## config.mk

```make
export PLATFORM = sky130hd
export DESIGN_NAME = event_deadtime_ctrl
export DESIGN_NICKNAME = d
export VERILOG_FILES = /design/src/rtl/dtc_pkg.sv /design/src/rtl/dtc_chain_node.sv /design/src/rtl/dtc_occupancy.sv /design/src/rtl/event_deadtime_ctrl.sv
export SDC_FILE = /design/constraint.sdc
export NUM_CORES = 1
export LEC_CHECK = 0
export BUFFER_PORTS_ARGS = -buffer_cell sky130_fd_sc_hd__buf_2
export CORE_AREA = 8 8 83 85
export DETAILED_ROUTE_END_ITERATION = 8
export DIE_AREA = 0 0 91 93
export SKIP_LAST_GASP = 1
export SYNTH_ARGS = -nofsm -noshare
export SYNTH_HDL_FRONTEND = slang
export SYNTH_SLANG_ARGS = --single-unit
```

## constraint.sdc

```tcl
create_clock -name clk -period 4.4 [get_ports clk]
set_input_delay 0.66 -clock clk [delete_from_list [all_inputs] [get_ports clk]]
set_output_delay 0.66 -clock clk [all_outputs]
set_load 0.05 [all_outputs]
```

## src/rtl/dtc_pkg.sv

```systemverilog
package dtc_pkg;

    typedef struct packed {
        logic underflow;
        logic overflow;
    } dtc_flags_t;

    typedef enum logic [1:0] {
        CNT_HOLD = 2'd0,
        CNT_UP   = 2'd1,
        CNT_DOWN = 2'd2
    } cnt_op_e;

    function automatic cnt_op_e pick_op(input logic add, input logic take);
        if (add && !take)      return CNT_UP;
        else if (take && !add) return CNT_DOWN;
        else                   return CNT_HOLD;
    endfunction

endpackage

```

## src/rtl/dtc_chain_node.sv

```systemverilog
module dtc_chain_node
    import dtc_pkg::*;
#(
    parameter int IS_HEAD = 0,
    parameter int PEND_W  = 3
) (
    input  logic clk,
    input  logic rst,
    input  logic up_pulse_i,
    input  logic local_done_i,
    output logic down_pulse_o,
    output logic overrun_o
);
    localparam logic [PEND_W-1:0] PEND_MAX = '1;

    logic [PEND_W-1:0] up_cnt, loc_cnt;
    logic up_avail, loc_avail, fire;
    cnt_op_e up_op, loc_op;

    generate
        if (IS_HEAD != 0) begin : g_head
            assign up_avail = 1'b1;
        end else begin : g_body
            assign up_avail = (up_cnt != '0) || up_pulse_i;
        end
    endgenerate

    assign loc_avail = (loc_cnt != '0) || local_done_i;
    assign fire      = up_avail && loc_avail;
    assign up_op     = pick_op(up_pulse_i, fire && (IS_HEAD == 0));
    assign loc_op    = pick_op(local_done_i, fire);

    always_ff @(posedge clk) begin
        if (rst) begin
            up_cnt       <= '0;
            loc_cnt      <= '0;
            down_pulse_o <= 1'b0;
            overrun_o    <= 1'b0;
        end else begin
            down_pulse_o <= fire;
            unique case (up_op)
                CNT_UP: begin
                    if (up_cnt == PEND_MAX) overrun_o <= 1'b1;
                    else                    up_cnt <= up_cnt + 1'b1;
                end
                CNT_DOWN: up_cnt <= up_cnt - 1'b1;
                default:  up_cnt <= up_cnt;
            endcase
            unique case (loc_op)
                CNT_UP: begin
                    if (loc_cnt == PEND_MAX) overrun_o <= 1'b1;
                    else                     loc_cnt <= loc_cnt + 1'b1;
                end
                CNT_DOWN: loc_cnt <= loc_cnt - 1'b1;
                default:  loc_cnt <= loc_cnt;
            endcase
        end
    end
endmodule

```

## src/rtl/dtc_occupancy.sv

```systemverilog
module dtc_occupancy
    import dtc_pkg::*;
#(
    parameter int BUF_EVENTS = 8,
    parameter int CNT_W      = $clog2(BUF_EVENTS + 1)
) (
    input  logic             clk,
    input  logic             rst,
    input  logic             trig_i,
    input  logic             receipt_i,
    output logic [CNT_W-1:0] count_o,
    output logic             busy_o,
    output dtc_flags_t       flags_o
);
    localparam logic [CNT_W-1:0] FULL_LEVEL = CNT_W'(BUF_EVENTS);
    localparam logic [CNT_W-1:0] BUSY_LEVEL = CNT_W'(BUF_EVENTS - 1);

    cnt_op_e op;
    assign op     = pick_op(trig_i, receipt_i);
    assign busy_o = (count_o >= BUSY_LEVEL);

    always_ff @(posedge clk) begin
        if (rst) begin
            count_o <= '0;
            flags_o <= '0;
        end else begin
            if (trig_i && busy_o) flags_o.overflow <= 1'b1;
            unique case (op)
                CNT_UP: begin
                    if (count_o != FULL_LEVEL) count_o <= count_o + 1'b1;
                end
                CNT_DOWN: begin
                    if (count_o == '0) flags_o.underflow <= 1'b1;
                    else               count_o <= count_o - 1'b1;
                end
                default: count_o <= count_o;
            endcase
        end
    end
endmodule

```

## src/rtl/event_deadtime_ctrl.sv

```systemverilog
module event_deadtime_ctrl
    import dtc_pkg::*;
#(
    parameter int NUM_NODES  = 4,
    parameter int BUF_EVENTS = 8,
    parameter int PEND_W     = 3,
    parameter int CNT_W      = $clog2(BUF_EVENTS + 1)
) (
    input  logic                 clk,
    input  logic                 rst,
    input  logic                 trig_i,
    input  logic [NUM_NODES-1:0] local_done_i,
    output logic                 busy_o,
    output logic [CNT_W-1:0]     occupancy_o,
    output logic                 receipt_o,
    output logic                 underflow_o,
    output logic                 overflow_o,
    output logic [NUM_NODES-1:0] node_err_o
);
    logic [NUM_NODES:0] link;
    dtc_flags_t         flags;

    assign link[0] = 1'b0;

    generate
        for (genvar g = 0; g < NUM_NODES; g++) begin : g_node
            dtc_chain_node #(
                .IS_HEAD ((g == 0) ? 1 : 0),
                .PEND_W  (PEND_W)
            ) u_node (
                .clk          (clk),
                .rst          (rst),
                .up_pulse_i   (link[g]),
                .local_done_i (local_done_i[g]),
                .down_pulse_o (link[g+1]),
                .overrun_o    (node_err_o[g])
            );
        end
    endgenerate

    assign receipt_o = link[NUM_NODES];

    dtc_occupancy #(
        .BUF_EVENTS (BUF_EVENTS),
        .CNT_W      (CNT_W)
    ) u_occ (
        .clk       (clk),
        .rst       (rst),
        .trig_i    (trig_i),
        .receipt_i (receipt_o),
        .count_o   (occupancy_o),
        .busy_o    (busy_o),
        .flags_o   (flags)
    );

    assign underflow_o = flags.underflow;
    assign overflow_o  = flags.overflow;
endmodule

```

# Word level (Yosys, flattened, before mapping)

Index checks and enable logic that the tools add are counted.

Bits in registers: 35
Latch bits: 0
RAM bits: 0
Bits in read-only memories: 0
Input bits: 7
Output and inout bits: 12
Word-level logic and storage cells: 179
Memories kept: 0

Add/subtract/negate cells: 16
Multipliers: 0
Div/mod/pow operators: 0
$lt $le $gt $ge: 1
Eq/ne operators: 33
Shift-type cells: 0
Multiplexer cells: 45
Bitwise logic cells: 0
Reductions and logical operators: 66

Operators with widths:

| cell                  | count |
|---|---|
| $pmux W3 S2           | 7 |
| $mux W2               | 16 |
| $add A3 B1 Y3 const B | 7 |
| $eq A3 B3 Y1 const B  | 7 |
| $mux W3               | 7 |
| $reduce_bool A3 Y1    | 7 |
| $sub A3 B1 Y3 const B | 7 |
| $logic_and A1 B1 Y1   | 20 |
| $reduce_and A2 Y1     | 9 |
| $eq A2 B1 Y1 const B  | 8 |
| $eq A2 B2 Y1 const B  | 8 |
| $ne A2 B2 Y1 const B  | 8 |
| $reduce_bool A2 Y1    | 8 |
| $logic_not A1 Y1      | 13 |
| $mux W1               | 12 |
| $mux W4               | 2 |
| $pmux W4 S2           | 1 |
| $logic_or A1 B1 Y1    | 7 |
| $add A4 B1 Y4 const B | 1 |
| $ge A4 B3 Y1 const B  | 1 |
| $logic_not A4 Y1      | 1 |
| $ne A4 B4 Y1 const B  | 1 |
| $sub A4 B1 Y4 const B | 1 |
| $reduce_and A3 Y1     | 1 |
| $ne A2 B1 Y1 const B  | 1 |

# Logic depth before layout (Yosys ltp)

Gate-level depths: netlist of run 1.

Word-level depth: 10
Gate-level depth with buffers: 8

# Hierarchy

A second synthesis of run 1 with hierarchy kept.

Cells, all modules: 272
Area, all modules: 2357.3 µm²

Modules (own cells, without submodules):

| module                                | instances | cells each | area each (µm²) | sequential area each (µm²) |
|---|---|---|---|---|
| dtc_chain_node (g_node[1].u_node ...) | 3         | 66         | 563.0           | 160.2 |
| dtc_chain_node (g_node[0].u_node)     | 1         | 37         | 346.6           | 160.2 |
| dtc_occupancy                         | 1         | 36         | 317.8           | 120.1 |
| event_deadtime_ctrl                   | 1         | 1          | 3.8             | 0.0 |

# Worst setup path before layout of run 1

OpenSTA, ideal clock, no wires.

Path type: input-to-reg
Start: input local_done_i[1]
End: register g_node[1].u_node.loc_cnt[2]
Arrival time: 2134 ps
Required time: 4279 ps
Slack: 2145 ps
Cell stages on the path: 7
Buffers on the path: 1
Path through: nor4_2 -> buf_4 -> nor3_1 -> inv_1 -> fa_1 -> a32oi_1 -> mux2_2

Longest elaborated chain between the ends: 8

Ends and longest elaborated chain:

| what                                                                       | RTL line                     | RTL |
|---|---|---|
| start, declared                                                            | event_deadtime_ctrl.sv:12    | `input logic [NUM_NODES-1:0] local_done_i,` |
| $logic_or A1 B1 Y1                                                         | dtc_chain_node.sv:28         | `assign loc_avail = (loc_cnt != '0) \|\| local_done_i;` |
| $logic_and A1 B1 Y1                                                        | dtc_chain_node.sv:29         | `assign fire = up_avail && loc_avail;` |
| $logic_and A1 B1 Y1 / $logic_not A1 Y1 (equally long branches)             | dtc_pkg.sv:16, dtc_pkg.sv:15 |  |
| $mux W2 / $logic_and A1 B1 Y1 (equally long branches)                      | dtc_pkg.sv:16, dtc_pkg.sv:15 |  |
| $mux W2 *                                                                  | dtc_pkg.sv:15                | `if (add && !take) return CNT_UP;` |
| $eq A2 B1 Y1 / $eq A2 B2 Y1 (equally long branches)                        | dtc_chain_node.sv:49         | `unique case (loc_op)` |
| $ne A2 B2 Y1 (no source line) / $reduce_bool A2 Y1 (equally long branches) | n/a                          |  |
| $reduce_and A2 Y1 (no source line)                                         | n/a                          |  |
| end signal, assigned                                                       | dtc_chain_node.sv:52         | `else loc_cnt <= loc_cnt + 1'b1;` |
| end signal, assigned                                                       | dtc_chain_node.sv:54         | `CNT_DOWN: loc_cnt <= loc_cnt - 1'b1;` |
| end signal, assigned                                                       | dtc_chain_node.sv:55         | `default: loc_cnt <= loc_cnt;` |
| end, declared                                                              | dtc_chain_node.sv:16         | `logic [PEND_W-1:0] up_cnt, loc_cnt;` |

Mark *: on every way between the ends. The rest lies on a longest branch, timed or not.
A chain may end at the register's enable or synchronous reset.

# Worst setup path after layout of run 1

Ends and elaborated chain as after synthesis.

==> results by group, run 1 <==
Setup path
  – Crit path cell chain: buf_2 > nor4_2 > nor3_1 > inv_1 > fa_1 > nor2_1 > a32oi_1 > mux2_2
  – Reg2Reg Setup Slack: 1.98 ns
  – Worst r2r src: g_node[1].u_node.loc_cnt[2]
  – Critical Path Start Type: primary input
  – CP required: 4.57 ns
  – CP Capture Type: register
  – CP Class: in -> reg
  – Crit-path max cell delay: 0.74 ns
  – Reg2Reg Depth: 7
  – Crit Path Max Fanout: 12
  – WP buf/inv: 2
  – Delay-heaviest family, CP: simple AND/OR/NAND/NOR gates
  – Crit-path slowest cell: nor4_2
  – Crit path arrival time: 2.62 ns
  – Reg2reg end: g_node[1].u_node.loc_cnt[2]

Yosys
  – Synth Register Bits: 35
  – Synth Net Count: 270
  – Netlist Area Pre-Place: 2150 sq um
  – Number of synthesized flops with an enable pin: 0
  – Post-synthesis async set-or-reset flop share: 0%
  – Unique masters post-synth: 43
  – Gate Count Post-Synth: 251
  – Sequential cell area fraction in the yosys report: around a third
  – Ys Warns: 0
  – Ys flop type: dfxtp_1
  – Post-Syn Area per Cell: 8.57 sq um

CTS
  – Clock tree sinks: 35
  – Clk root buf: clkbuf_8
  – CTS tree: done
  – H-tree depth: 2
  – Clock buffer depth: 2
  – Clock buffer count from CTS: 5
  – Skew-Pair Late Insertion Delay: 0.28 ns
  – CTS resizes: 0
  – Reg clk slew, reported paths: 0.07 ns
  – Setup bufs post-CTS: 0
  – CTS Hold Buffers Added: 0

Floorplan
  – Num rows: 28
  – Core Box Area: 5680 sq um
  – Die span in x: 91 microns
  – Initial Utilization: 37.9%
  – Die area: 8460 sq um
  – I/O pins: 19
  – Die height: 93 microns

Hold path
  – Min-Delay Path Depth: 2
  – WHS Endpoint: u_occ.flags_o[0]
  – Worst min-delay path class: reg -> reg
  – Hold_sp: u_occ.flags_o[0]

Global route
  – First-pass GRT wire length: 7340 microns
  – Pin count of the biggest net entering global routing: 43
  – GRT overflow: 0
  – Number of global-route vias before repair: 1,658
  – Overall global routing resource usage: about a tenth
  – Initial antenna violation count: 0

Power
  – Worst vdd ir: between 0.0002 and 0.0003 V
  – PD cells: ~730 nW/um^2
  – Leakage: 0.000966 uW
  – Final Total Pwr: 1710 uW

Status
  – Status: finished clean

Drt
  – WL/cell: 11.7 microns
  – Vias per cell: 5.04
  – Detailed Routing Iterations Pass 1: 4
  – Post-route ant nets: 0
  – Final wirelength: 3950 microns
  – Iteration-0 DRC Markers: 74
  – Post-route DRC violation count: 0
  – Via count: 1,700

Timing
  – Relative slew slack: 33.8%
  – Max-slew violation count: 0
  – Worst Skew: roughly 0.0055 ns
  – Final setup viols: 0
  – Final Hold Viols: 0
  – Period utilization: 55.7%
  – RSZ-0062 raised after global routing: false
  – Setup tns final: 0 ns
  – Worst-Margin Slew: 0.985 ns
  – Tmin final: approximately 2.4 ns
  – FMAX: 408 MHz

Placement
  – Final HPWL DP: 2860 microns
  – Port Buf Inserts: 18
  – Routability-driven placement congestion ratio: roughly 0.74
  – Placed Cells: 329

Job
  – Max-cap violations: 0

Final layout
  – Share of cells above drive strength 1: ~17%
  – Fin cells: 337
  – Antenna diodes: 0
  – Layout Nets: 280
  – Area growth syn-to-layout: 9.42%
  – Post-layout util: around two fifths
-- cell type report --
| class | instances | area, sq um |
|---|---|---|
| clock buffers | 8 | 100 |
| fillers | 598 | 3320 |
| inverters | 31 | 116 |
| multi-input cells | 170 | 1250 |
| flip-flops and latches | 35 | 701 |
| well taps | 75 | 93.8 |
| repair buffers | 18 | 90.1 |
-- metrics by stage --
stage                     hold slack [ns]  setup slack (ns)  area (sq um)
after floorplan                     0.438              2.15          2150
after global placement              0.449              1.76          2250
after detailed placement            0.455              1.65          2250
after CTS                           0.469              1.94          2350
after global routing                0.486              1.79          2350
final                               0.467              1.95          2350
-- worst max path at each step --
| stage | cells past startpoint | end | from |
|---|---|---|---|
| after detailed placement | 8 | g_node[1].u_node.loc_cnt[2] | local_done_i[1] |
| after floorplan | 7 | g_node[1].u_node.loc_cnt[2] | local_done_i[1] |
| after global routing | 7 | g_node[1].u_node.loc_cnt[2] | g_node[1].u_node.loc_cnt[2] |
| after global placement | 8 | g_node[1].u_node.loc_cnt[2] | local_done_i[1] |
| final | 8 | g_node[1].u_node.loc_cnt[2] | local_done_i[1] |
| after CTS | 8 | g_node[1].u_node.loc_cnt[2] | local_done_i[1] |
-- cell usage after synthesis, types with 2 or more instances --
cell type | number | area (sq um)
a21boi_0 | 2 | 15.0
a21o_1 | 5 | 37.5
a21oi_1 | 17 | 85.1
a221oi_1 | 5 | 43.8
a31oi_1 | 5 | 31.3
and4b_1 | 2 | 20.0
buf_1 | 2 | 7.51
buf_2 | 4 | 20.0
buf_4 | 5 | 37.5
clkbuf_1 | 3 | 11.3
dfxtp_1 | 35 | 701
fa_1 | 8 | 160
ha_1 | 4 | 50.1
inv_1 | 31 | 116
mux2_2 | 9 | 101
mux2i_1 | 2 | 20.0
nand2_1 | 9 | 33.8
nand3_1 | 14 | 70.1
nor2_1 | 27 | 101
nor2b_1 | 8 | 50.1
nor3_1 | 6 | 30.0
nor3b_1 | 4 | 30.0
nor4_2 | 4 | 50.1
nor4_4 | 2 | 42.5
o21a_1 | 2 | 15.0
o21ai_0 | 2 | 10.0
o22ai_1 | 5 | 31.3
o31ai_1 | 4 | 30.0
or2_2 | 4 | 25.0
or3_1 | 3 | 18.8
xnor2_1 | 5 | 43.8
xor2_1 | 2 | 17.5
-- worst reg2reg max path: stages (launching register included) --
cell	delay [ns]
dfxtp_1	0.34
nor4_2	0.87
nor3_1	0.19
inv_1	0.13
fa_1	0.20
nor2_1	0.05
a32oi_1	0.19
mux2_2	0.35
-- state kept, by name, indices dropped and copies added (netlist names) --
register,count
g_node.u_node.down_pulse_o,4
g_node.u_node.loc_cnt,12
g_node.u_node.overrun_o,4
g_node.u_node.up_cnt,9
u_occ.count_o,4
u_occ.flags_o,2
-- placed cells by master (no fill, tap or decap), types with 6 or more instances in the layout --
cell      synthesis  layout
fa_1              8       8
buf_2             4      18
nor3_1            6       6
mux2_2            9       9
nor2b_1           8       8
clkbuf_8          0       7
nor2_1           27      27
nand2_1           9       9
dfxtp_1          35      35
a21oi_1          17      17
nand3_1          14      14
inv_1            31      31
-- where the power goes --
part | switching (uW) | internal [uW] | leakage [uW]
Clock | 113 | 143 | 0.0000515
Combinational | 480 | 390 | 0.000626
Sequential | 159 | 426 | 0.000288
Total | 752 | 959 | 0.000966
-- cell families after synthesis --
family,after synthesis,synth area share (%)
and+or+nand+nor,87,23.3
AOI/OAI and AO/OA,52,16.0
muxes,12,6.34
DFF,35,32.6
adders and majority gates,12,9.77
xor gates and xnor gates,7,2.85
buffers and inverters,46,9.19
-- metal layers --
| layer | up-vias | part of all wire (%) | wire, microns | global-route usage [%] |
|---|---|---|---|---|
| li1 | 881 | - | - | - |
| met1 | 791 | 49 | 1930 | 12.2 |
| met2 | 24 | 46 | 1800 | 16.9 |
| met3 | 4 | 4.6 | 182 | 3.37 |
| met4 | 0 | 0.89 | 35 | 2.86 |
| met5 | - | 0 | 0 | 0 |
Power figures use the tool's default switching activity.
==> run 2: changes to the inputs <==
Settings changed: ABC_AREA set to 1, CORE_AREA 8 8 83 85 to 8 8 81 83, DIE_AREA 0 0 91 93 to 0 0 89 91.
Clock period 4.4 ns to 2.5 ns, I/O delays scaled along.
==> run 2 against run 1 <==
Sequential share of layout area up 0.96 points. Wire length fell by 4.9%. Largest power group unchanged. Synthesized cell count is 14% higher. Register-to-register slack lost 1.2 ns. Setup slack lost 1.2 ns. Critical path depth fell by 5.
==> results by group, run 2 <==
Final layout
  – Leading cell types in the layout, fill and taps excluded: 55 x inv_1, 35 x nand2_1, 35 x dfxtp_1
  – Share of cells above drive strength 1: roughly 14%
  – Most flops, register: g_node.u_node.loc_cnt
  – Multi-input gate area: 1110 sq um
  – Fin cells: 376
  – Top Registers: g_node.u_node.loc_cnt (12), g_node.u_node.up_cnt (9)
  – Antenna diodes: 0
  – Layout Nets: 322
  – Area growth syn-to-layout: 11.0%
  – Commonest non-fill, non-tap cell in the layout: inv_1
  – Fillers: 587
  – Max reg flops: 12
  – Register Area: 701 sq um

Yosys
  – Sequential cell area fraction in the yosys report: about a third
  – Area fraction in compound gates after synthesis: 11.1%
  – Unique masters post-synth: 27
  – Ys Warns: 0
  – Post-Syn Area per Cell: between 7 and 8 sq um
  – Ys flop type: dfxtp_1
  – Post-Synth XOR/XNOR Area: 0.852%
  – Count leader, synth: inv_1
  – Simple-gate share of the synthesized area: 31.5%
  – Netlist Area Pre-Place: 2060 sq um
  – Number of synthesized flops with an enable pin: 0
  – Combinational family with the most area after synthesis: simple AND/OR/NAND/NOR gates
  – Synth Area in Adders: 10.2%
  – Leading area contributor after synthesis: dfxtp_1
  – Synth Register Bits: 35
  – Top cell type's share of synthesized area: 34.1%
  – Ranking of synthesized cells by area: dfxtp_1 34%, inv_1 10%, fa_1 7.8%
  – Post-synth top cells: 55 x inv_1, 35 x dfxtp_1, 35 x nand2_1
  – Synth Net Count: a little over 300
  – Mux share of post-synthesis cell area: 0%
  – Gate Count Post-Synth: 285
  – Post-synthesis async set-or-reset flop share: 0%

Placement
  – Placed Cells: roughly 370
  – Final HPWL DP: 2900 microns
  – Routability-driven placement congestion ratio: 0.815
  – Port Buf Inserts: 18
  – Worst slack, placed: 0.680 ns

Power
  – Worst vdd ir: 0.000500 V
  – PD cells: around 1200 nW/um^2
  – Leakage: ~0.0011 uW

Drt
  – DR top layer: met4
  – Vias per cell: 4.65
  – Via count: 1,747
  – WL/cell: 9.99 microns
  – Detailed Routing Iterations Pass 1: 4
  – Met3 WL: 192 microns
  – Final wirelength: around 3800 microns
  – Post-route ant nets: 0
  – DR WL met2: 1700 microns
  – Post-Route M1 WL: 1820 microns
  – Post-route DRC violation count: 0
  – Iteration-0 DRC Markers: between 70 and 80

Setup path
  – Critical Path Start Type: register
  – Reg2Reg Setup Slack: 0.81 ns
  – CP Capture Type: output port
  – Crit path arrival time: 1.38 ns
  – CP required: 2.12 ns
  – CP Class: reg -> out
  – Crit Path Max Fanout: 4

Timing
  – Period utilization: 70.2%
  – Relative slew slack: roughly three fifths
  – Final WS setup: 0.744 ns
  – Worst Skew: about 0.006 ns
  – Max-slew violation count: 0
  – Worst-Margin Slew: about 0.6 ns
  – Final Hold Viols: 0
  – FMAX: ~570 MHz
  – RSZ-0062 raised after global routing: false
  – Setup tns final: 0 ns
  – Tmin final: 1.76 ns
  – Final setup viols: 0

CTS
  – CTS Hold Buffers Added: 0
  – Clock tree sinks: 35
  – H-tree depth: 2
  – CTS resizes: 0
  – Skew-Pair Late Insertion Delay: 0.28 ns
  – Clock buffer count from CTS: 5
  – CTS tree: done
  – Reg clk slew, reported paths: 0.07 ns
  – Clk root buf: clkbuf_8
  – Clock buffer depth: 2
  – Setup bufs post-CTS: 0

Floorplan
  – Initial Utilization: 38.5%
  – Die height: 91 microns
  – Die span in x: 89 microns
  – Num rows: 27
  – I/O pins: 19
  – Core Box Area: 5340 sq um
  – Die area: between 8000 and 9000 sq um

Global route
  – First-pass GRT wire length: between 6000 and 7000 microns
  – Overall global routing resource usage: roughly a tenth
  – Initial antenna violation count: 0
  – Pin count of the biggest net entering global routing: 22
  – GRT overflow: 0
  – Number of global-route vias before repair: 1,592

Hold path
  – Worst min-delay path class: in -> reg

Job
  – Max-cap violations: 0

Status
  – Status: finished clean
-- run 2: changes by cell type after synthesis, sizes merged, moves of 10 or more --
| cell | delta |
|---|---|
| nand2 | +33 |
| nor2 | +15 |
| nand3 | +15 |
| o21ai | +13 |
| mux2 | -10 |
| inv | +25 |
-- run 2: through the flow --
stage / area (sq um) / hold slack [ns] / total power, uW / util (%)
2_1_floorplan: 2060 / 0.403 / 2180 / -
3_3_place_gp: 2200 / 0.409 / 2440 / 41.2
3_5_place_dp: 2200 / 0.411 / 2480 / 41.2
4_1_cts: 2280 / 0.361 / 2880 / 42.7
5_1_grt: 2280 / 0.380 / 3180 / 42.7
6_report: 2280 / 0.364 / 2840 / 42.7
-- run 2: kinds of logic (layout without fill, tap and decap cells) --
| group | Yosys count | after routing |
|---|---|---|
| AO/OA/AOI/OAI | 44 | 44 |
| XOR/XNOR | 2 | 2 |
| adder cells (fa/ha/maj) | 12 | 12 |
| buffers and inverters | 63 | 82 |
| flip-flops | 35 | 35 |
| AND/OR/NAND/NOR | 129 | 129 |
-- run 2: final cells by class --
type	instances	area share, %
multi-input combinational	187	48.6
sequential	35	30.7
clock inverter	1	0.219
inverter	56	9.22
tap	72	3.95
timing repair buffer	18	3.95
clock buffer	7	3.35
-- run 2: path summary, 6_finish.rpt --
path | to | from | cells after the start
worst max-delay path | busy_o | u_occ.count_o[0] | 3
worst min-delay path | u_occ.flags_o[0] | trig_i | 3
worst max register to register | g_node[1].u_node.loc_cnt[2] | g_node[1].u_node.up_cnt[0] | 8
worst min register to register | g_node[0].u_node.overrun_o | g_node[0].u_node.overrun_o | 2
-- run 2: power breakdown --
| group | switching [uW] | internal (uW) | total (uW) |
|---|---|---|---|
| clock network | 186 | 195 | 382 |
| logic | 1020 | 523 | 1540 |
| registers | 169 | 751 | 919 |
| total | 1370 | 1470 | 2840 |
-- run 2: critical path: stages, from the launching register on --
cell and delay (ns):
dfxtp_1 0.38, inv_1 0.12, o31ai_2 0.29, buf_2 0.31
-- run 2: layer usage --
layer  GRT usage [%]  vias to the layer above
met3            3.15                        4
met5               0                        -
met2            16.6                       20
li1                -                      936
met1            11.9                      787
met4            3.33                        0
==> run 3: changes to the inputs <==
Clock period 2.5 ns to 1.5 ns, I/O delays scaled along.
==> run 3 against run 2 <==
Clock skew grew 0.00084 ns. Global-route usage up 1.9 points. Wire length is 24% higher. Non-clock buffer count is 56 higher. Via count is 13% higher. Final area increased by 28%. Clock power grew 130%. Worst hold slack worse by 0.096 ns. Total power grew 120%. Utilization grew 12 points. Critical path depth rose by 4. Combinational power rose to 2.5 times the previous value. Critical path type is now reg -> reg. Critical endpoint is now g_node[3].u_node.up_cnt[2].
==> results by group, run 3 (synthesized netlist as in run 2, its figures left out) <==
Placement
  – Placed Cells: 413
  – Worst slack, placed: -0.0789 ns
  – Final HPWL DP: 3300 microns
  – Port Buf Inserts: 18
  – Routability-driven placement congestion ratio: 0.803

Drt
  – Final wirelength: between 4000 and 5000 microns
  – WL/cell: roughly 11 microns
  – Post-route DRC violation count: 0
  – Post-route ant nets: 0
  – Vias per cell: 4.58
  – Iteration-0 DRC Markers: 60
  – Detailed Routing Iterations Pass 1: 4
  – Via count: 1,980

Final layout
  – Leading cell types in the layout, fill and taps excluded: 56 x buf_4, 50 x inv_1, 30 x nor2_1
  – Most flops, register: g_node.u_node.loc_cnt
  – Max reg flops: 12
  – Commonest non-fill, non-tap cell in the layout: buf_4
  – Area growth syn-to-layout: 41.9%
  – Layout Nets: 378
  – Fin cells: about 430
  – Share of cells above drive strength 1: 44.2%
  – Antenna diodes: 0
  – Top Registers: g_node.u_node.loc_cnt (12), g_node.u_node.up_cnt (9)

Timing
  – Final setup viols: 0
  – RSZ-0062 raised after global routing: true
  – Final WS setup: 0.00531 ns
  – Worst hold slack: 0.268 ns
  – Final Hold Viols: 0
  – Max-slew violation count: 0
  – Worst-Margin Slew: 0.248 ns
  – Tmin final: between 1 and 1.5 ns
  – FMAX: 669 MHz
  – Setup tns final: 0 ns
  – Worst Skew: ~0.0068 ns
  – Period utilization: between 90 and 100%
  – Relative slew slack: 83.3%

CTS
  – CTS Hold Buffers Added: 0
  – H-tree depth: 2
  – Clock buffer count from CTS: 5
  – Reg clk slew, reported paths: 0.07 ns
  – Clk root buf: clkbuf_8
  – Skew-Pair Late Insertion Delay: 0.29 ns
  – Clock buffer depth: 2
  – Clock tree sinks: 35
  – CTS tree: done

Setup path
  – Crit Path Max Fanout: 3
  – CP Capture Type: register
  – Critical Path Start Type: register
  – Crit-path slowest cell: fa_2
  – Delay-heaviest family, CP: simple AND/OR/NAND/NOR gates
  – CP Class: reg -> reg
  – CP required: 1.68 ns
  – Crit-path max cell delay: 0.39 ns
  – Worst r2r src: g_node[3].u_node.up_cnt[2]
  – Critical path origin: g_node[3].u_node.up_cnt[2]
  – WP buf/inv: 1
  – Worst Setup EP: g_node[3].u_node.up_cnt[2]
  – Crit path arrival time: 1.68 ns
  – Reg2Reg Depth: 7
  – Reg2Reg Setup Slack: 0.005 ns
  – Levels on crit path: 7
  – Reg2reg end: g_node[3].u_node.up_cnt[2]
  – Crit path cell chain: inv_1 > nand2_2 > nand3_4 > fa_2 > nand3b_1 > a21oi_2 > nor2_1

Power
  – Pint: 3600 uW
  – Switching pwr: 2740 uW
  – Switch share: 43.3%
  – Final Total Pwr: 6340 uW
  – Worst vdd ir: 0.000746 V
  – Clock Power Share: 14.1%
  – Leakage: between 0.001 and 0.0015 uW
  – Seq pwr share: roughly a quarter
  – PD cells: 2170 nW/um^2
  – Comb power frac: 61.4%

Floorplan
  – Initial Utilization: 38.5%
  – Core Box Area: between 5000 and 6000 sq um
  – I/O pins: 19
  – Die area: roughly 8000 sq um
  – Num rows: 27
  – Die height: 91 microns
  – Die span in x: a little under 90 microns

Global route
  – Initial antenna violation count: 0
  – Overall global routing resource usage: 11.9%
  – Pin count of the biggest net entering global routing: 15
  – GRT overflow: 0
  – Number of global-route vias before repair: 1,912
  – First-pass GRT wire length: 7940 microns

Hold path
  – Hold_sp: local_done_i[0]
  – Worst min-delay path class: in -> reg
  – Min-Delay Path Depth: 3

Job
  – Max-cap violations: 0

Status
  – Status: finished clean
[run 3: through the flow]
step                      util [%]  cell area, sq um
final                         54.7              2920
after global routing          54.7              2920
after CTS                     51.8              2760
after detailed placement      48.6              2600
after global placement        48.6              2600
after floorplan                  -              2120
[run 3: tightest hold or removal path, delay by kind of cell]
kind,cells,cell delay [ns]
AO/OA/AOI/OAI,1,0.12
buffers and inverters,2,0.17
[run 3: how the worst min path moves through the flow]
| stage | to | slack (ns) |
|---|---|---|
| 2_1_floorplan | g_node[2].u_node.up_cnt[0] | 0.29 |
| 3_3_place_gp | g_node[0].u_node.overrun_o | 0.41 |
| 3_5_place_dp | g_node[0].u_node.overrun_o | 0.41 |
| 4_1_cts | g_node[0].u_node.down_pulse_o | 0.24 |
| 5_1_grt | u_occ.flags_o[0] | 0.28 |
| 6_report | g_node[0].u_node.down_pulse_o | 0.27 |
[run 3: power groups by stage]
stage / clock network (uW) / logic [uW] / registers, uW
after floorplan: 0 / 1990 / 1760
after global placement: 0 / 3340 / 1500
after detailed placement: 0 / 3390 / 1500
after CTS: 928 / 3530 / 1500
after global routing: 964 / 4380 / 1600
final: 893 / 3890 / 1560
[run 3: cell type report]
type / instances / area [sq um]
Timing Repair Buffer: 74 / 517
Multi-Input combinational cell: 187 / 1250
Clock inverter: 2 / 35.0
Tap cell: 72 / 90.1
Fill cell: 515 / 2420
Sequential cell: 35 / 734
Clock buffer: 6 / 82.6
Inverter: 56 / 210
[run 3: what timing repair did]
action                                 4_1_cts  5_1_grt
buffers inserted                             3        8
pin swaps                                    7       28
gates resized for setup                     13       42
setup endpoints to repair                    8       17
endpoints found under the hold margin        0        0
[run 3: per-layer routing]
metal | vias to the layer above | global-route usage, % | share of wire, %
met2 | 21 | 20.0 | 49
met4 | 0 | 4.58 | 1.5
met5 | - | 0 | 0
met3 | 6 | 2.97 | 3.2
met1 | 903 | 14.1 | 46
li1 | 1050 | - | -
